$ cat config.mk
export PLATFORM = sky130hd
export DESIGN_NAME = qsf_status_unit
export DESIGN_NICKNAME = d
export VERILOG_FILES = /design/src/rtl/qsf_pkg.sv /design/src/rtl/qsf_sticky.sv /design/src/rtl/qsf_rx_track.sv /design/src/rtl/qsf_tx_track.sv /design/src/rtl/qsf_status_unit.sv
export SDC_FILE = /design/constraint.sdc
export NUM_CORES = 1
export LEC_CHECK = 0
export ABC_CLOCK_PERIOD_IN_PS = 1100
export CAP_MARGIN = 20
export CORE_ASPECT_RATIO = 1.2
export CORE_MARGIN = 4
export CORE_UTILIZATION = 37
export DETAILED_ROUTE_END_ITERATION = 6
export PLACE_DENSITY = 0.74
export SLEW_MARGIN = 20
export SYNTH_ARGS = -nofsm -noshare
export SYNTH_HDL_FRONTEND = slang
export SYNTH_SLANG_ARGS = --single-unit
export TNS_END_PERCENT = 10
$ cat constraint.sdc
create_clock -name clk -period 1.1 [get_ports clk]
set_clock_uncertainty 0.1 [all_clocks]
set_input_delay 0.22 -clock clk [delete_from_list [all_inputs] [get_ports clk]]
set_output_delay 0.22 -clock clk [all_outputs]
set_load 0.02 [all_outputs]
$ cat src/rtl/qsf_pkg.sv
package qsf_pkg;
  localparam int STS_W     = 32;
  localparam int B_RXF     = 0;
  localparam int B_TDRE    = 1;
  localparam int B_TXE     = 2;
  localparam int B_OVR     = 3;
  localparam int B_CSR     = 8;
  localparam int B_CSS     = 9;
  localparam int B_INS     = 10;
  localparam int B_ENS     = 24;
  localparam int N_STICKY  = 2;
  localparam int STK_CSR   = 0;
  localparam int STK_INS   = 1;
  localparam logic [STS_W-1:0] USED_MASK =
    (STS_W'(1) << B_RXF) | (STS_W'(1) << B_TDRE) | (STS_W'(1) << B_TXE) |
    (STS_W'(1) << B_OVR) | (STS_W'(1) << B_CSR)  | (STS_W'(1) << B_CSS) |
    (STS_W'(1) << B_INS) | (STS_W'(1) << B_ENS);

  typedef struct packed {
    logic rxf;
    logic tdre;
    logic txe;
    logic ovr;
    logic csr;
    logic css;
    logic ins;
    logic ens;
  } qsf_flags_t;
endpackage

$ cat src/rtl/qsf_sticky.sv
// Sticky flag: set wins over a same-cycle clear so no event is lost.
module qsf_sticky (
  input  logic clk,
  input  logic rst_n,
  input  logic set_i,
  input  logic clr_i,
  output logic q_o
);
  always_ff @(posedge clk) begin
    if (!rst_n)     q_o <= 1'b0;
    else if (set_i) q_o <= 1'b1;
    else if (clr_i) q_o <= 1'b0;
  end
endmodule

$ cat src/rtl/qsf_rx_track.sv
// Receive-full and overrun tracking.
module qsf_rx_track (
  input  logic clk,
  input  logic rst_n,
  input  logic load_i,
  input  logic data_rd_i,
  input  logic sts_rd_i,
  output logic full_o,
  output logic ovr_o
);
  logic ovr_set;

  // A reload while still full and not drained this cycle is an overrun.
  assign ovr_set = load_i & full_o & ~data_rd_i;

  always_ff @(posedge clk) begin
    if (!rst_n)         full_o <= 1'b0;
    else if (load_i)    full_o <= 1'b1;
    else if (data_rd_i) full_o <= 1'b0;
  end

  qsf_sticky u_ovr (
    .clk   (clk),
    .rst_n (rst_n),
    .set_i (ovr_set),
    .clr_i (sts_rd_i),
    .q_o   (ovr_o)
  );
endmodule

$ cat src/rtl/qsf_tx_track.sv
// Transmit-ready and all-transmit-empty tracking with optional delay gate.
module qsf_tx_track (
  input  logic clk,
  input  logic rst_n,
  input  logic enabled_i,
  input  logic en_cmd_i,
  input  logic dis_cmd_i,
  input  logic wr_i,
  input  logic shift_i,
  input  logic idle_i,
  input  logic dly_cfg_i,
  input  logic dly_done_i,
  output logic tdre_o,
  output logic txe_o
);
  logic dly_seen;
  logic txe_set;

  assign txe_set = tdre_o & idle_i & (~dly_cfg_i | dly_seen) & ~wr_i;

  always_ff @(posedge clk) begin
    if (!rst_n)                      tdre_o <= 1'b0;
    else if (dis_cmd_i)              tdre_o <= 1'b0;
    else if (wr_i)                   tdre_o <= 1'b0;
    else if (en_cmd_i)               tdre_o <= 1'b1;
    else if (shift_i && enabled_i)   tdre_o <= 1'b1;
  end

  always_ff @(posedge clk) begin
    if (!rst_n)          dly_seen <= 1'b0;
    else if (wr_i)       dly_seen <= 1'b0;
    else if (dly_done_i) dly_seen <= 1'b1;
  end

  always_ff @(posedge clk) begin
    if (!rst_n)       txe_o <= 1'b0;
    else if (wr_i)    txe_o <= 1'b0;
    else if (txe_set) txe_o <= 1'b1;
  end
endmodule

$ cat src/rtl/qsf_status_unit.sv
module qsf_status_unit
  import qsf_pkg::*;
(
  input  logic             clk,
  input  logic             rst_n,
  input  logic             rx_load,
  input  logic             tx_shift,
  input  logic             shifter_idle,
  input  logic             cs_inactive,
  input  logic             instr_done,
  input  logic             en_cmd,
  input  logic             dis_cmd,
  input  logic             dly_done,
  input  logic             dly_cfg,
  input  logic             sts_rd,
  input  logic             rxd_rd,
  input  logic             txd_wr,
  output logic [STS_W-1:0] sts_rdata
);
  qsf_flags_t          flg;
  logic                cs_q;
  logic                armed;
  logic                ens_q;
  logic [N_STICKY-1:0] stk_set;
  logic [N_STICKY-1:0] stk_q;
  logic [STS_W-1:0]    sts_word;

  // Chip-select sampling; rise detection waits one edge after reset.
  always_ff @(posedge clk) begin
    if (!rst_n) begin
      cs_q  <= 1'b0;
      armed <= 1'b0;
    end else begin
      cs_q  <= cs_inactive;
      armed <= 1'b1;
    end
  end

  always_ff @(posedge clk) begin
    if (!rst_n)       ens_q <= 1'b0;
    else if (dis_cmd) ens_q <= 1'b0;
    else if (en_cmd)  ens_q <= 1'b1;
  end

  always_comb begin
    stk_set          = '0;
    stk_set[STK_CSR] = armed & cs_inactive & ~cs_q;
    stk_set[STK_INS] = instr_done;
  end

  for (genvar g = 0; g < N_STICKY; g++) begin : g_stk
    qsf_sticky u_flag (
      .clk   (clk),
      .rst_n (rst_n),
      .set_i (stk_set[g]),
      .clr_i (sts_rd),
      .q_o   (stk_q[g])
    );
  end

  qsf_rx_track u_rx (
    .clk       (clk),
    .rst_n     (rst_n),
    .load_i    (rx_load),
    .data_rd_i (rxd_rd),
    .sts_rd_i  (sts_rd),
    .full_o    (flg.rxf),
    .ovr_o     (flg.ovr)
  );

  qsf_tx_track u_tx (
    .clk        (clk),
    .rst_n      (rst_n),
    .enabled_i  (ens_q),
    .en_cmd_i   (en_cmd),
    .dis_cmd_i  (dis_cmd),
    .wr_i       (txd_wr),
    .shift_i    (tx_shift),
    .idle_i     (shifter_idle),
    .dly_cfg_i  (dly_cfg),
    .dly_done_i (dly_done),
    .tdre_o     (flg.tdre),
    .txe_o      (flg.txe)
  );

  assign flg.csr = stk_q[STK_CSR];
  assign flg.ins = stk_q[STK_INS];
  assign flg.css = cs_q;
  assign flg.ens = ens_q;

  always_comb begin
    sts_word         = '0;
    sts_word[B_RXF]  = flg.rxf;
    sts_word[B_TDRE] = flg.tdre;
    sts_word[B_TXE]  = flg.txe;
    sts_word[B_OVR]  = flg.ovr;
    sts_word[B_CSR]  = flg.csr;
    sts_word[B_CSS]  = flg.css;
    sts_word[B_INS]  = flg.ins;
    sts_word[B_ENS]  = flg.ens;
  end

  // Captured from the pre-clear state in the read cycle.
  always_ff @(posedge clk) begin
    if (!rst_n)      sts_rdata <= '0;
    else if (sts_rd) sts_rdata <= sts_word;
  end
endmodule

### Yosys cells after proc, flatten, opt, wreduce, memory -nomap -nowiden

Cells that the tools add are included.

| operators by class | value |
|---|---|
| multiplexer cells | 9 |
| bitwise operators | 13 |
| reductions and logical operators | 9 |

Operator list:

| kind | number |
|---|---|
| 2-bit nonzero test | 5 |
| 1-bit 2-to-1 mux | 9 |
| 1-bit AND | 7 |
| 1-bit NOT | 5 |
| 2-bit OR reduction | 2 |
| 3-bit OR reduction | 1 |
| 1-bit logical AND | 1 |
| 1-bit bitwise OR | 1 |

| word-level totals | value |
|---|---|
| register bits after elaboration | 18 |
| bits of input ports | 14 |
| output and inout bits | 32 |
| word-level logic and storage cells | 42 |

### Depth between registers and ports, before layout

| logic depth | value |
|---|---|
| word-level depth | 4 |
| mapped depth | 3 |
| depth with buffers taken out | 3 |

### Cells and area by module

A second synthesis with hierarchy kept.

| second synthesis, totals | value |
|---|---|
| cell total of the unflattened synthesis | 82 |
| area total of the unflattened synthesis | 859.6 µm² |

By module, submodules not included:

| module | times used | cells an instance | area each (µm²) | sequential area each (µm²) |
|---|---|---|---|---|
| qsf_status_unit | 1 | 58 | 570.5 | 220.2 |
| qsf_sticky | 3 | 3 | 41.3 | 20.0 |
| qsf_tx_track | 1 | 11 | 117.6 | 60.1 |
| qsf_rx_track | 1 | 4 | 47.5 | 20.0 |

### Least setup slack after synthesis

No wires, ideal clock.

| path | value |
|---|---|
| kind | register to register |
| start | register u_tx.dly_seen |
| end | register u_tx.txe_o |
| library setup time | 115 ps |
| arrival | 599 ps |
| data required time | 885 ps |
| setup slack | 286 ps |
| stages on the path, launching flop included | 4 |
| path buffers | 0 |
| clock period less this slack | 814 ps |
| cells stage by stage | dfxtp_1 -> nand2b_1 -> a31oi_1 -> nor2_1 |

| between the ends | value |
|---|---|
| cells in the longest elaborated chain, start to end | 3 |

RTL lines:

| what | line | text |
|---|---|---|
| start, declared | qsf_tx_track.sv:16 | `logic dly_seen;` |
| start signal, assigned | qsf_tx_track.sv:30 | `if (!rst_n) dly_seen <= 1'b0;` |
| start signal, assigned | qsf_tx_track.sv:31 | `else if (wr_i) dly_seen <= 1'b0;` |
| start signal, assigned | qsf_tx_track.sv:32 | `else if (dly_done_i) dly_seen <= 1'b1;` |
| 1-bit bitwise OR | qsf_tx_track.sv:19 | `assign txe_set = tdre_o & idle_i & (~dly_cfg_i \| dly_seen) & ~wr_i;` |
| 1-bit AND (2 in a row) | qsf_tx_track.sv:19 |  |
| end signal, assigned | qsf_tx_track.sv:36 | `if (!rst_n) txe_o <= 1'b0;` |
| end signal, assigned | qsf_tx_track.sv:37 | `else if (wr_i) txe_o <= 1'b0;` |
| end signal, assigned | qsf_tx_track.sv:38 | `else if (txe_set) txe_o <= 1'b1;` |
| end, declared | qsf_tx_track.sv:14 | `output logic txe_o` |

Every way passes these cells.
A chain may end at the register's enable or synchronous reset.

### Final worst setup path

| path | value |
|---|---|
| start | register sts_rdata[24] |
| end | output sts_rdata[24] |

RTL lines:

| what | line | text |
|---|---|---|
| start, declared | qsf_status_unit.sv:18 | `output logic [STS_W-1:0] sts_rdata` |
| start signal, assigned | qsf_status_unit.sv:106 | `else if (sts_rd) sts_rdata <= sts_word;` |

No word-level cell between the ends.

==> impl.org <==
** Setup path
- Critical-path maximum fanout :: 2
- STA puts the critical path data required time at around 0.78 ns.
- At the worst endpoint, the arrival time is ~0.76 ns.
- The signal on the critical path passes through buf_6.
- The worst setup path is launched from a flop.
- For this run, the slowest stage of the critical path takes between 0.3 and 0.4 ns.
- Buffering stage count on the worst path with inverters included :: 1
- The worst setup path is captured at an output port.
- For this design, the slowest cell found on the critical path is sky130_fd_sc_hd__dfxtp_2.
- The critical path is of the flop to output port type.
- Category of cells accounting for the largest share of critical-path delay :: flip-flops

** Logic synthesis
- Yosys warns :: 0
- Sequential elements use around 44% of the synthesized area.
- Post-synthesis cell count :: 83
- The mapped netlist covers around 820 um^2.
- In this run the mean area of a mapped cell was approximately 10 um^2.
- Distinct cell type count after synthesis :: 20
- The synthesized design contains 18 register bits.

** Floorplan
- The total area inside the core boundary comes to ~2100 um^2.
- Rows :: 18
- The die is slightly below 60 um tall.
- The floorplan step defined a die boundary enclosing about 3000 um^2.
- Initial Util :: between 30% and 40%
- Boundary pin count :: between 40 and 50
- In this run the horizontal extent of the chip is a little over 50 um.

** Route
- Number of detailed-routing iterations run before antenna repair :: 2
- Detailed routing inserted a total of between 500 and 600 vias.
- In the final routed layout, each cell accounts on average for a little under 10 um.
- Via density per instance :: about 3.9
- The final layout contains routed wiring with a total length of between 1000 and 1500 um.
- Post-route antenna net violation count :: 0
- The first routing iteration left 3 violations.
- After detailed routing, the number of remaining DRC violations is 0.

** Power and ir drop
- Power density relative to cell area :: approximately 1200 nW/um^2
- Largest vdd supply drop :: roughly 0.84 mV
- Overall power consumption after layout is estimated at between 1 and 1.5 mW.
- In this run the static leakage power is a little under 0.5 nW.

** Layout
- The area growth from synthesis to layout is 30.6%.
- Once layout is complete, the cells apart from fillers number between 100 and 150.
- The layout has just over 200 filler cells.
- Most common library cell in the layout ignoring fill and taps :: sky130_fd_sc_hd__conb_1
- Fraction of final layout cells sized beyond drive strength 1 :: approximately a quarter
- Commonest cells after routing, fill and taps aside :: 24 x sky130_fd_sc_hd__conb_1, 13 x sky130_fd_sc_hd__clkdlybuf4s50_1, 11 x sky130_fd_sc_hd__nor2b_1
- Number of antenna repair diodes :: 0
- The net count of the finished layout is roughly 130.
- Final cell area excluding filler cells :: roughly 1100 um^2
- In the final layout, the multi-input gates occupy roughly 340 um^2.
- The sequential cells in the finished layout cover a total of 370 um^2.

** Hold path
- Hold Path Class :: flop to flop

** Clocking
- Number of buffers created by CTS :: 3
- Clock tree synthesis selected as its root buffer the cell sky130_fd_sc_hd__clkbuf_4.
- Number of H-tree levels :: 1
- Clock Latency Late Sink :: about 0.28 ns
- Number of sinks on the clock net :: 18
- Clock-pin slew on the worst setup and hold paths :: ~0.1 ns
- After clock tree synthesis, the flow added hold-fix buffers numbering 0.
- The clock passes through at most 2 buffers.
- TritonCTS clock tree :: built

** Placement
- Port buffer count :: 21
- Routability-driven placement finished with a final weighted congestion of approximately 0.6.
- Number of placed instances with taps included :: 137
- DP Area :: 1000 um^2
- After legalization and detailed placement, the total HPWL measured 1150 um.

** GRT
- Entering global routing, the biggest net connects 11 pins.
- Number of global-route vias before repair :: roughly 550
- Initial antenna violation count :: 0
- Summed over all layers, the global routing overflow is 0.
- Global-route total usage across every layer :: a little under a tenth
- Global-route wire length before repair :: 2140 um

** Timing
- Setup violations remaining at the end of the flow were counted as 0.
- Fin. max-slew vios :: 0
- Highest Clock Rate :: approximately 0.93 GHz
- Setup repair after global routing could not meet its margin everywhere.
- Count of endpoints failing hold in the final timing report :: 0
- Period minus WS final :: roughly 1.1 ns
- WHS :: 0.370 ns
- Tcrit/Tclk final :: 97.8%

** Run
- Max-cap violations in this run came to 0.

** Status
- Run status :: complete, no violations
[sequential cells by signal, summed over array words and instances, names as in the netlist]
name              count
g_stk.u_flag.q_o      2
u_tx.txe_o            1
ens_q                 1
u_tx.tdre_o           1
cs_q                  1
u_rx.full_o           1
sts_rdata             8
u_tx.dly_seen         1
u_rx.u_ovr.q_o        1
armed                 1
[through the flow]
stage	setup TNS [ns]	utilization, %	worst slack [ns]
2_1_floorplan	0	-	0.286
3_3_place_gp	-4.27	48.2	-0.223
3_5_place_dp	-4.84	48.2	-0.298
4_1_cts	0	50.2	0.00138
5_1_grt	-0.0440	51.5	-0.0130
6_report	0	51.5	0.0246
[cell families after synthesis]
family                 synth area share [%]
other                                 0.459
and+or+nand+nor                        16.2
buffers and inverters                  24.5
DFF                                    44.1
AOI/OAI and AO/OA                      4.90
muxes                                  9.80
[path summary, 6_finish.rpt]
kind / cells after the start / endpoint / start / slack, ns
worst max-delay path: 1 / sts_rdata[24] / sts_rdata[24]$_SDFFE_PN0P_ / 0.02
worst min-delay path: 2 / u_tx.dly_seen$_SDFFE_PP0P_ / u_tx.dly_seen$_SDFFE_PP0P_ / 0.37
worst max register to register: 3 / u_rx.u_ovr.q_o$_SDFFE_PN0P_ / u_rx.full_o$_SDFFE_PN0P_ / 0.22
worst min register to register: 2 / u_tx.dly_seen$_SDFFE_PP0P_ / u_tx.dly_seen$_SDFFE_PP0P_ / 0.37
[cell usage after synthesis]
| cell type | instances | area [um^2] |
|---|---|---|
| sky130_fd_sc_hd__buf_4 | 24 | 180 |
| sky130_fd_sc_hd__dfxtp_1 | 18 | 360 |
| sky130_fd_sc_hd__nor2b_1 | 11 | 68.8 |
| sky130_fd_sc_hd__mux2i_1 | 8 | 80.1 |
| sky130_fd_sc_hd__nor2_1 | 4 | 15.0 |
| sky130_fd_sc_hd__and2_1 | 2 | 12.5 |
| sky130_fd_sc_hd__nand2b_1 | 2 | 12.5 |
| sky130_fd_sc_hd__o21a_1 | 2 | 15.0 |
| sky130_fd_sc_hd__a211oi_1 | 1 | 7.51 |
| sky130_fd_sc_hd__a21oi_1 | 1 | 5.00 |
| sky130_fd_sc_hd__a31oi_1 | 1 | 6.26 |
| sky130_fd_sc_hd__and2b_1 | 1 | 7.51 |
| sky130_fd_sc_hd__buf_2 | 1 | 5.00 |
| sky130_fd_sc_hd__buf_6 | 1 | 11.3 |
| sky130_fd_sc_hd__conb_1 | 1 | 3.75 |
| sky130_fd_sc_hd__inv_1 | 1 | 3.75 |
| sky130_fd_sc_hd__nand2_1 | 1 | 3.75 |
| sky130_fd_sc_hd__nor3_1 | 1 | 5.00 |
| sky130_fd_sc_hd__nor3b_1 | 1 | 7.51 |
| sky130_fd_sc_hd__o22ai_1 | 1 | 6.26 |
[report_power, final]
group	switching [mW]	internal (mW)
sequential	0.0135	0.678
combinational	0.127	0.100
clock	0.188	0.201
[routing by layer]
layer	up-vias	GRT usage (%)	share of wire, %
li1	277	-	-
met1	244	8.36	37
met2	31	18.7	52
met3	0	2.52	11
met4	0	5.77	0
met5	-	0	0
[layout make-up]
class | instances | area share [%]
flip-flops and latches | 18 | 34.7
multi-input cells | 61 | 32.1
repair buffers | 28 | 25.9
well taps | 30 | 3.52
clock buffers | 4 | 3.40
inverters | 1 | 0.352
[repair_timing]
item,CTS,global route
gates resized for setup,51,6
buffers inserted,0,1
setup endpoints to repair,8,9
Note: power is estimated with default switching activity, not from simulation.
